`config.mk`:
```
export PLATFORM = sky130hd
export DESIGN_NAME = guard_fault_wrap
export DESIGN_NICKNAME = d
export VERILOG_FILES = /design/src/rtl/guard_fault_wrap.sv
export SDC_FILE = /design/constraint.sdc
export NUM_CORES = 1
export LEC_CHECK = 0
export BUFFER_PORTS_ARGS = -buffer_cell sky130_fd_sc_hd__buf_2
export CORE_MARGIN = 2
export CORE_UTILIZATION = 41
export DETAILED_ROUTE_END_ITERATION = 16
export MAX_ROUTING_LAYER = met4
export PLACE_DENSITY_LB_ADDON = 0.12
export SYNTH_ARGS = -nofsm -noshare
export SYNTH_HDL_FRONTEND = slang
export SYNTH_SLANG_ARGS = --single-unit
```
`constraint.sdc`:
```
create_clock -name clk -period 1.7 [get_ports clk]
set_input_delay 0.34 -clock clk [delete_from_list [all_inputs] [get_ports clk]]
set_output_delay 0.34 -clock clk [all_outputs]
set_load 0.05 [all_outputs]
```
`src/rtl/guard_fault_wrap.sv`:
```
module guard_fault_wrap #(
  parameter int W = 8
) (
  input  logic         clk,
  input  logic         rst,
  input  logic         eval,
  input  logic         cond,
  input  logic [W-1:0] data,
  input  logic [2:0]   mode,
  input  logic [W-1:0] mask,
  output logic [W-1:0] q,
  output logic         ev_cond,
  output logic         ev_assign
);
  localparam logic [2:0] M_CT = 3'd1;
  localparam logic [2:0] M_CF = 3'd2;
  localparam logic [2:0] M_B1 = 3'd3;
  localparam logic [2:0] M_B0 = 3'd4;

  logic [W-1:0] calc, val;
  logic guard_forced, fault_free, take;

  assign calc         = ~data;
  assign guard_forced = (mode == M_CT) || (mode == M_CF);
  assign fault_free   = !guard_forced && (mode != M_B1) && (mode != M_B0);
  assign take         = eval && ((mode == M_CT) || ((mode != M_CF) && cond));

  always_comb begin
    case (mode)
      M_B1:    val = calc | mask;
      M_B0:    val = calc & ~mask;
      default: val = calc;
    endcase
  end

  always_ff @(posedge clk) begin
    if (rst) begin
      q         <= '0;
      ev_cond   <= 1'b0;
      ev_assign <= 1'b0;
    end else begin
      if (take) q <= val;
      ev_cond   <= eval && !guard_forced;
      ev_assign <= eval && cond && fault_free;
    end
  end


  reset_clears_chk: assert property (@(posedge clk)
    rst |=> (q == '0 && !ev_cond && !ev_assign));


  idle_holds_chk: assert property (@(posedge clk) disable iff (rst)
    !eval |=> ($stable(q) && !ev_cond && !ev_assign));


  guard_false_holds_chk: assert property (@(posedge clk) disable iff (rst)
    (eval && mode == M_CF) |=> ($stable(q) && !ev_cond && !ev_assign));


  guard_true_loads_chk: assert property (@(posedge clk) disable iff (rst)
    (eval && mode == M_CT) |=> (q == ~$past(data) && !ev_cond));


  force_one_chk: assert property (@(posedge clk) disable iff (rst)
    (eval && cond && mode == M_B1) |=> ((q & $past(mask)) == $past(mask)));


  force_zero_chk: assert property (@(posedge clk) disable iff (rst)
    (eval && cond && mode == M_B0) |=> ((q & $past(mask)) == '0));


  assign_implies_eval_chk: assert property (@(posedge clk) disable iff (rst)
    ev_assign |-> ev_cond);
endmodule

```
Word level (Yosys, flattened, before mapping)
Index checks and enable logic that the tools add are counted.
{"block": "totals", "output_inout_bits": 10, "register_bits": 10, "n_memories": 0, "mem_bits_ro": 0, "elab_cells": 25, "inputBits": 23, "latch_bits": 0, "ramBits": 0}
{"block": "op_classes", "n_lt_le_gt_ge": 0, "n_shift": 0, "bitwise_logic": 4, "div_mod_pow": 0, "multipliers": 0, "n_mux": 1, "n_reduce_logical": 10, "n_addsub": 0, "n_eq_ne": 7}
{"cell": "inverter 8 bit", "n": 2}
{"cell": "one-hot mux 8 bit (2 select lines)", "n": 1}
{"cell": "AND 8 bit", "n": 1}
{"cell": "bitwise OR 8 bit", "n": 1}
{"cell": "logical AND 1 bit", "n": 7}
{"cell": "== test 3 x 2 -> 1 bit (second input constant)", "n": 2}
{"cell": "!= test 3 x 2 -> 1 bit (second input constant)", "n": 2}
{"cell": "== test 3 x 1 -> 1 bit (second input constant)", "n": 1}
{"cell": "== test 3 bit (second input constant)", "n": 1}
{"cell": "!= test 3 bit (second input constant)", "n": 1}
{"cell": "logical OR 1 bit", "n": 2}
{"cell": "logical NOT 1 bit", "n": 1}

Logic depth before layout (Yosys ltp)
Gate-level depths: netlist (run 1).
{"block": "depth", "word_depth": 6, "mapped_depth": 6, "ltp_nobuf": 4}

Worst setup path before layout (run 1)
Ideal clock, no wire load.
{"block": "synth_timing", "kind": "input-to-reg", "from": "input port mode[2]", "to": "register q[0]", "setup_time_ns": 0.132, "arrival_time_ns": 1.271, "n_path_buf": 2, "cell_stages": 6, "path_slack_ns": 0.297, "required_ns": 1.568, "cell_sequence": "nand2b_1 buf_6 a211oi_4 or2_1 buf_6 a211oi_1"}
{"block": "synth_via", "elab_chain_len": 4, "elab_cells_between_ends": 8, "classes_between": "eq/ne: 4; mux: 1; reduce/logical: 3"}
{"item": "from (decl)", "line_no": "9", "source": "input logic [2:0] mode,"}
{"item": "!= test 3 x 2 -> 1 bit", "line_no": "26", "source": "assign take = eval && ((mode == M_CT) || ((mode != M_CF) && cond));"}
{"item": "logical AND 1 bit", "line_no": "26"}
{"item": "logical OR 1 bit", "line_no": "26"}
{"item": "logical AND 1 bit", "line_no": "26"}
{"item": "to (signal assigned)", "line_no": "42", "source": "if (take) q <= val;"}
{"item": "to (decl)", "line_no": "11", "source": "output logic [W-1:0] q,"}
Parallel ways exist; a longest one is shown, timed or not.
A chain may end at the register's enable or synchronous reset.

Worst setup path after layout (run 1)
{"block": "layout_timing", "from": "register q[1]", "to": "output port q[1]"}
No word-level cell between the ends.

==> results of run 1 <==
## stage by stage
stage | utilization | instance area, µm² | std cells | hold WS (ns) | total power (W)
3_5_place_dp | 0.566 | 737 | 121 | 0.597 | 0.000476
3_3_place_gp | 0.566 | 737 | 121 | 0.584 | 0.000473
2_1_floorplan | - | 577 | 77 | 0.486 | 0.000417
5_1_grt | 0.594 | 773 | 125 | 0.338 | 0.000720
4_1_cts | 0.594 | 773 | 125 | 0.331 | 0.000686
6_report | 0.594 | 773 | 125 | 0.336 | 0.000676
## cell type report
type | count | area (µm²) | share of cell area
multi-input cells | 52 | 305 | 0.395
flip-flops and latches | 10 | 200 | 0.259
repair buffers | 34 | 175 | 0.227
inverters | 10 | 37.5 | 0.0485
clock buffers | 4 | 36.3 | 0.0469
well taps | 15 | 18.8 | 0.0243
## logic make-up after synthesis
kind of cell | synth area share
buf+inv | 0.124
xor+xnor | 0.0152
simple gates | 0.150
compound gates | 0.364
flops | 0.347
## worst paths after layout
kind / end / cells after the start / slack [ns] / from
setup / recovery: q[1] / 1 / 0.49 / q[1]
hold / removal: ev_assign / 2 / 0.34 / cond
setup reg to reg: q[0] / 2 / 0.99 / q[0]
hold reg to reg: q[3] / 2 / 0.60 / q[3]
## registers in the layout (all words and copies together) (netlist names)
name	count
ev_assign	1
ev_cond	1
q	8
## power groups by stage
stage | combinational, W | sequential [W] | clock, W
final | 0.000207 | 0.000263 | 0.000206
after global routing | 0.000227 | 0.000265 | 0.000228
after CTS | 0.000208 | 0.000263 | 0.000214
after detailed placement | 0.000207 | 0.000269 | 0
after global placement | 0.000206 | 0.000268 | 0
after floorplan | 0.0000811 | 0.000336 | 0
## cells in the mapped netlist (2+ instances only)
master	number	area [µm²]
a211oi_1	8	60.1
nor3_1	9	45.0
a21oi_1	16	80.1
dfxtp_1	10	200
inv_1	10	37.5
clkbuf_1	2	7.51
buf_6	2	22.5
o21ai_0	10	50.1
## routing by layer
layer / GRT usage / up-vias / wire (µm)
li1: - / 337 / -
met3: 0.0130 / 2 / 80
met5: - / - / 0
met4: 0.116 / 0 / 12
met2: 0.225 / 24 / 534
met1: 0.219 / 250 / 635
==> impl_metrics.json, run 1 <==
{
  "die_w_um": 41.5,
  "slew_headroom": 0.792,
  "ys_seq_elements": 10,
  "power_frac_comb": 0.306,
  "clock_skew_ns": 0,
  "syn_avg_cell_area_um2": 7.49,
  "p_leak_nw": 0.387,
  "cap_violations": 0,
  "cts_setup_buffers": 0,
  "async_flop_share": 0,
  "cts.hold.buffers_added": 0,
  "cts_tree": "done",
  "fillers": 134,
  "switching_power_w": 0.000223,
  "viasPerCell": 4.90,
  "status": "completed",
  "grt_setup_unrepaired": "false",
  "crit_path_start_kind": "flip-flop",
  "die_h_um": 41.5,
  "grt-ovfl-total": 0,
  "tns_ns": 0,
  "ant_nets": 0,
  "dieArea_mm2": 0.00172,
  "power.density_mw_per_mm2": 874,
  "setup_viol": 0,
  "drt_first_pass_iters": 5,
  "grt_max_degree": 13,
  "hold_path_class": "input pin to flip-flop",
  "num_vias": 613,
  "grt_usage": 0.162,
  "drtIter0Drc": 8,
  "critPathMaxFanout": 2,
  "finish.net_count": 134,
  "synthToLayoutAreaGrowth_pct": 34.1,
  "clock_power_share": 0.305,
  "switching_share": 0.331,
  "portBuffers": 32,
  "clk_pin_slew_ns": 0.07,
  "period_share": 0.712,
  "crit_required_ns": 1.36,
  "slew_violations": 0,
  "grt_first_pass_wirelength_mm": 2.15,
  "intPower_w": 0.000452,
  "start_util": 0.443,
  "cts_resized": 0,
  "mostFrequentLayoutCells": "32 x buf_2, 16 x a21oi_1, 10 x inv_1, 10 x o21ai_0, 10 x dfxtp_1",
  "seqPwrFrac": 0.389,
  "worstPathCellList": "buf_2",
  "first_global_vias": 523,
  "path_buf_inv": 1,
  "htree_num_levels": 1,
  "crit_arrival_ns": 0.87,
  "synth_ff_type": "dfxtp_1",
  "drc_errors": 0,
  "crit_family": "flip-flops",
  "cp-end-kind": "output port",
  "syn_inst": 77,
  "numCtsBuffers": 3,
  "peakVddDrop_mv": 0.290,
  "setup_ws_ns": 0.489,
  "synth_enable_flop_cells": 0,
  "worstSkewPairLatency_ns": 0.25,
  "pre_cts_slack_ns": 0.218,
  "antenna_found_initial": 0,
  "final_common_cell": "buf_2",
  "globalplace.congestion": 0.779,
  "max_freq_mhz": 826,
  "syn_nets": 100,
  "routedWlPerCell_um": 10.1,
  "ys.warnings.count": 0,
  "hold_viol": 0,
  "row_count": 13,
  "clockBufferDepth": 2,
  "wirelength_mm": 1.26,
  "yosysSeqAreaShare": 0.347,
  "path_class": "flip-flop to output port",
  "hpwlAfterDp_mm": 1.04,
  "crit_path_max_incr_delay_ns": 0.34,
  "worst_slew_pin_slew_ns": 0.311,
  "crit_slowest_cell": "dfxtp_1",
  "fin_crit_ns": 1.21,
  "core-area_mm2": 0.00130,
  "syn_area_um2": 577,
  "root_buffer": "clkbuf_4",
  "pin_count": 33,
  "n_antenna_cell": 0,
  "cts.sinks": 10,
  "yosysUniqueCellTypes": 18,
  "layout-drive-gt1-share": 0.373
}
Note: power is estimated with default switching activity, not from simulation.
==> run 2: changes to the inputs <==
Clock period 1.7 ns to 1.2 ns, I/O delays scaled along.
==> impl_metrics.json, run 2 (synthesis results as in run 1) <==
{
  "finish.net_count": 137,
  "drt_first_pass_iters": 4,
  "path_depth": 1,
  "worstPathCellList": "buf_2",
  "drc_errors": 0,
  "die_w_um": 41.5,
  "hold_ws_ns": 0.243,
  "power_frac_comb": 0.314,
  "cts.sinks": 10,
  "htree_num_levels": 1,
  "largest_registers": "q x8, ev_assign x1, ev_cond x1",
  "grt_usage": 0.186,
  "row_count": 13,
  "ff2ff_path_depth": 2,
  "crit_arrival_ns": 0.86,
  "crit_required_ns": 0.96,
  "period_share": 0.921,
  "tns_ns": 0,
  "synthToLayoutAreaGrowth_pct": 39.3,
  "r2r_end": "q[3]",
  "path_buf_inv": 1,
  "slew_violations": 0,
  "portBuffers": 32,
  "intPower_w": 0.000650,
  "ant_nets": 0,
  "cts_tree": "done",
  "crit_family": "flip-flops",
  "layout-drive-gt1-share": 0.398,
  "power.density_mw_per_mm2": 1210,
  "peakVddDrop_mv": 0.354,
  "crit_path_start_kind": "flip-flop",
  "drtIter0Drc": 2,
  "numCtsBuffers": 3,
  "num_vias": 646,
  "max_freq_mhz": 905,
  "crit_path_max_incr_delay_ns": 0.34,
  "root_buffer": "clkbuf_4",
  "hp-start": "cond",
  "crit_slowest_cell": "dfxtp_1",
  "pin_count": 33,
  "cts_resized": 0,
  "antenna_found_initial": 0,
  "grt_max_degree": 10,
  "routedWlPerCell_um": 10.5,
  "cap_violations": 0,
  "fin_crit_ns": 1.10,
  "r2r_slack_ns": 0.47,
  "start_util": 0.443,
  "clock_skew_ns": 0,
  "worstSkewPairLatency_ns": 0.26,
  "seqPwrFrac": 0.381,
  "cp-end-kind": "output port",
  "hpwlAfterDp_mm": 1.10,
  "cts_setup_buffers": 0,
  "final_common_cell": "buf_2",
  "switching_power_w": 0.000325,
  "grt_setup_unrepaired": "false",
  "die_h_um": 41.5,
  "clockBufferDepth": 2,
  "n_antenna_cell": 0,
  "core-area_mm2": 0.00130,
  "hold_path_class": "input pin to flip-flop",
  "placed_area_um2": 767,
  "mostFrequentLayoutCells": "32 x buf_2, 16 x a21oi_1, 10 x inv_1, 10 x o21ai_0, 10 x dfxtp_1",
  "viasPerCell": 5.05,
  "globalplace.congestion": 0.781,
  "path_class": "flip-flop to output port",
  "cts.hold.buffers_added": 0,
  "grt-ovfl-total": 0,
  "r2r-start": "q[3]",
  "largest_register_ffs": 8,
  "status": "completed",
  "final_cell_area_um2": 803,
  "dieArea_mm2": 0.00172,
  "clk_pin_slew_ns": 0.06,
  "dp_cells": 124,
  "clock_power_share": 0.305,
  "p_leak_nw": 0.408,
  "slew_headroom": 0.820,
  "hold_viol": 0,
  "hold-path-cell-count": 2,
  "worst_slew_pin_slew_ns": 0.270,
  "instances_no_fill": 128,
  "first_global_vias": 585,
  "regMostFlops": "q",
  "setup_viol": 0,
  "hold_end": "ev_assign",
  "switching_share": 0.333,
  "wirelength_mm": 1.34,
  "grt_first_pass_wirelength_mm": 2.44,
  "critPathMaxFanout": 2
}
==> run 2: changes by cell type in the layout (fill, tap and decap cells not counted), sizes merged <==
cell  before  now
buf       34   37
==> run 2: layout make-up <==
type	instances	area, µm²
Inverter	10	37.5
Clock buffer	4	36.3
Timing Repair Buffer	37	198
Multi-Input combinational cell	52	313
Tap cell	15	18.8
Sequential cell	10	200
Fill cell	133	498
==> run 2: metal layers <==
metal	global-route usage	vias to the layer above	routed length, µm
met1	0.250	266	643
met3	0.0304	4	94
met2	0.266	30	574
met5	-	-	0
met4	0.0968	0	27
li1	-	346	-
==> run 2: power groups by stage <==
stage	registers (W)	logic [W]	clock network, W
6_report	0.000371	0.000306	0.000297
5_1_grt	0.000375	0.000336	0.000321
4_1_cts	0.000372	0.000308	0.000303
3_5_place_dp	0.000380	0.000307	0
3_3_place_gp	0.000378	0.000302	0
2_1_floorplan	0.000476	0.000117	0
==> run 2: through the flow <==
stage | power (W) | setup WS (ns) | utilization
6_report | 0.000974 | 0.0954 | 0.617
5_1_grt | 0.00103 | 0.0495 | 0.617
4_1_cts | 0.000983 | 0.0754 | 0.617
3_5_place_dp | 0.000687 | -0.132 | 0.589
3_3_place_gp | 0.000680 | -0.0713 | 0.589
2_1_floorplan | 0.000593 | -0.0597 | -
==> run 2: worst max path at each step <==
stage | slack [ns] | endpoint | from
2_1_floorplan | -0.06 | q[0] | mode[2]
3_3_place_gp | -0.07 | q[3] | mode[2]
3_5_place_dp | -0.13 | q[3] | mode[0]
4_1_cts | 0.08 | q[3] | q[3]
5_1_grt | 0.05 | q[3] | q[3]
6_report | 0.1 | q[3] | q[3]
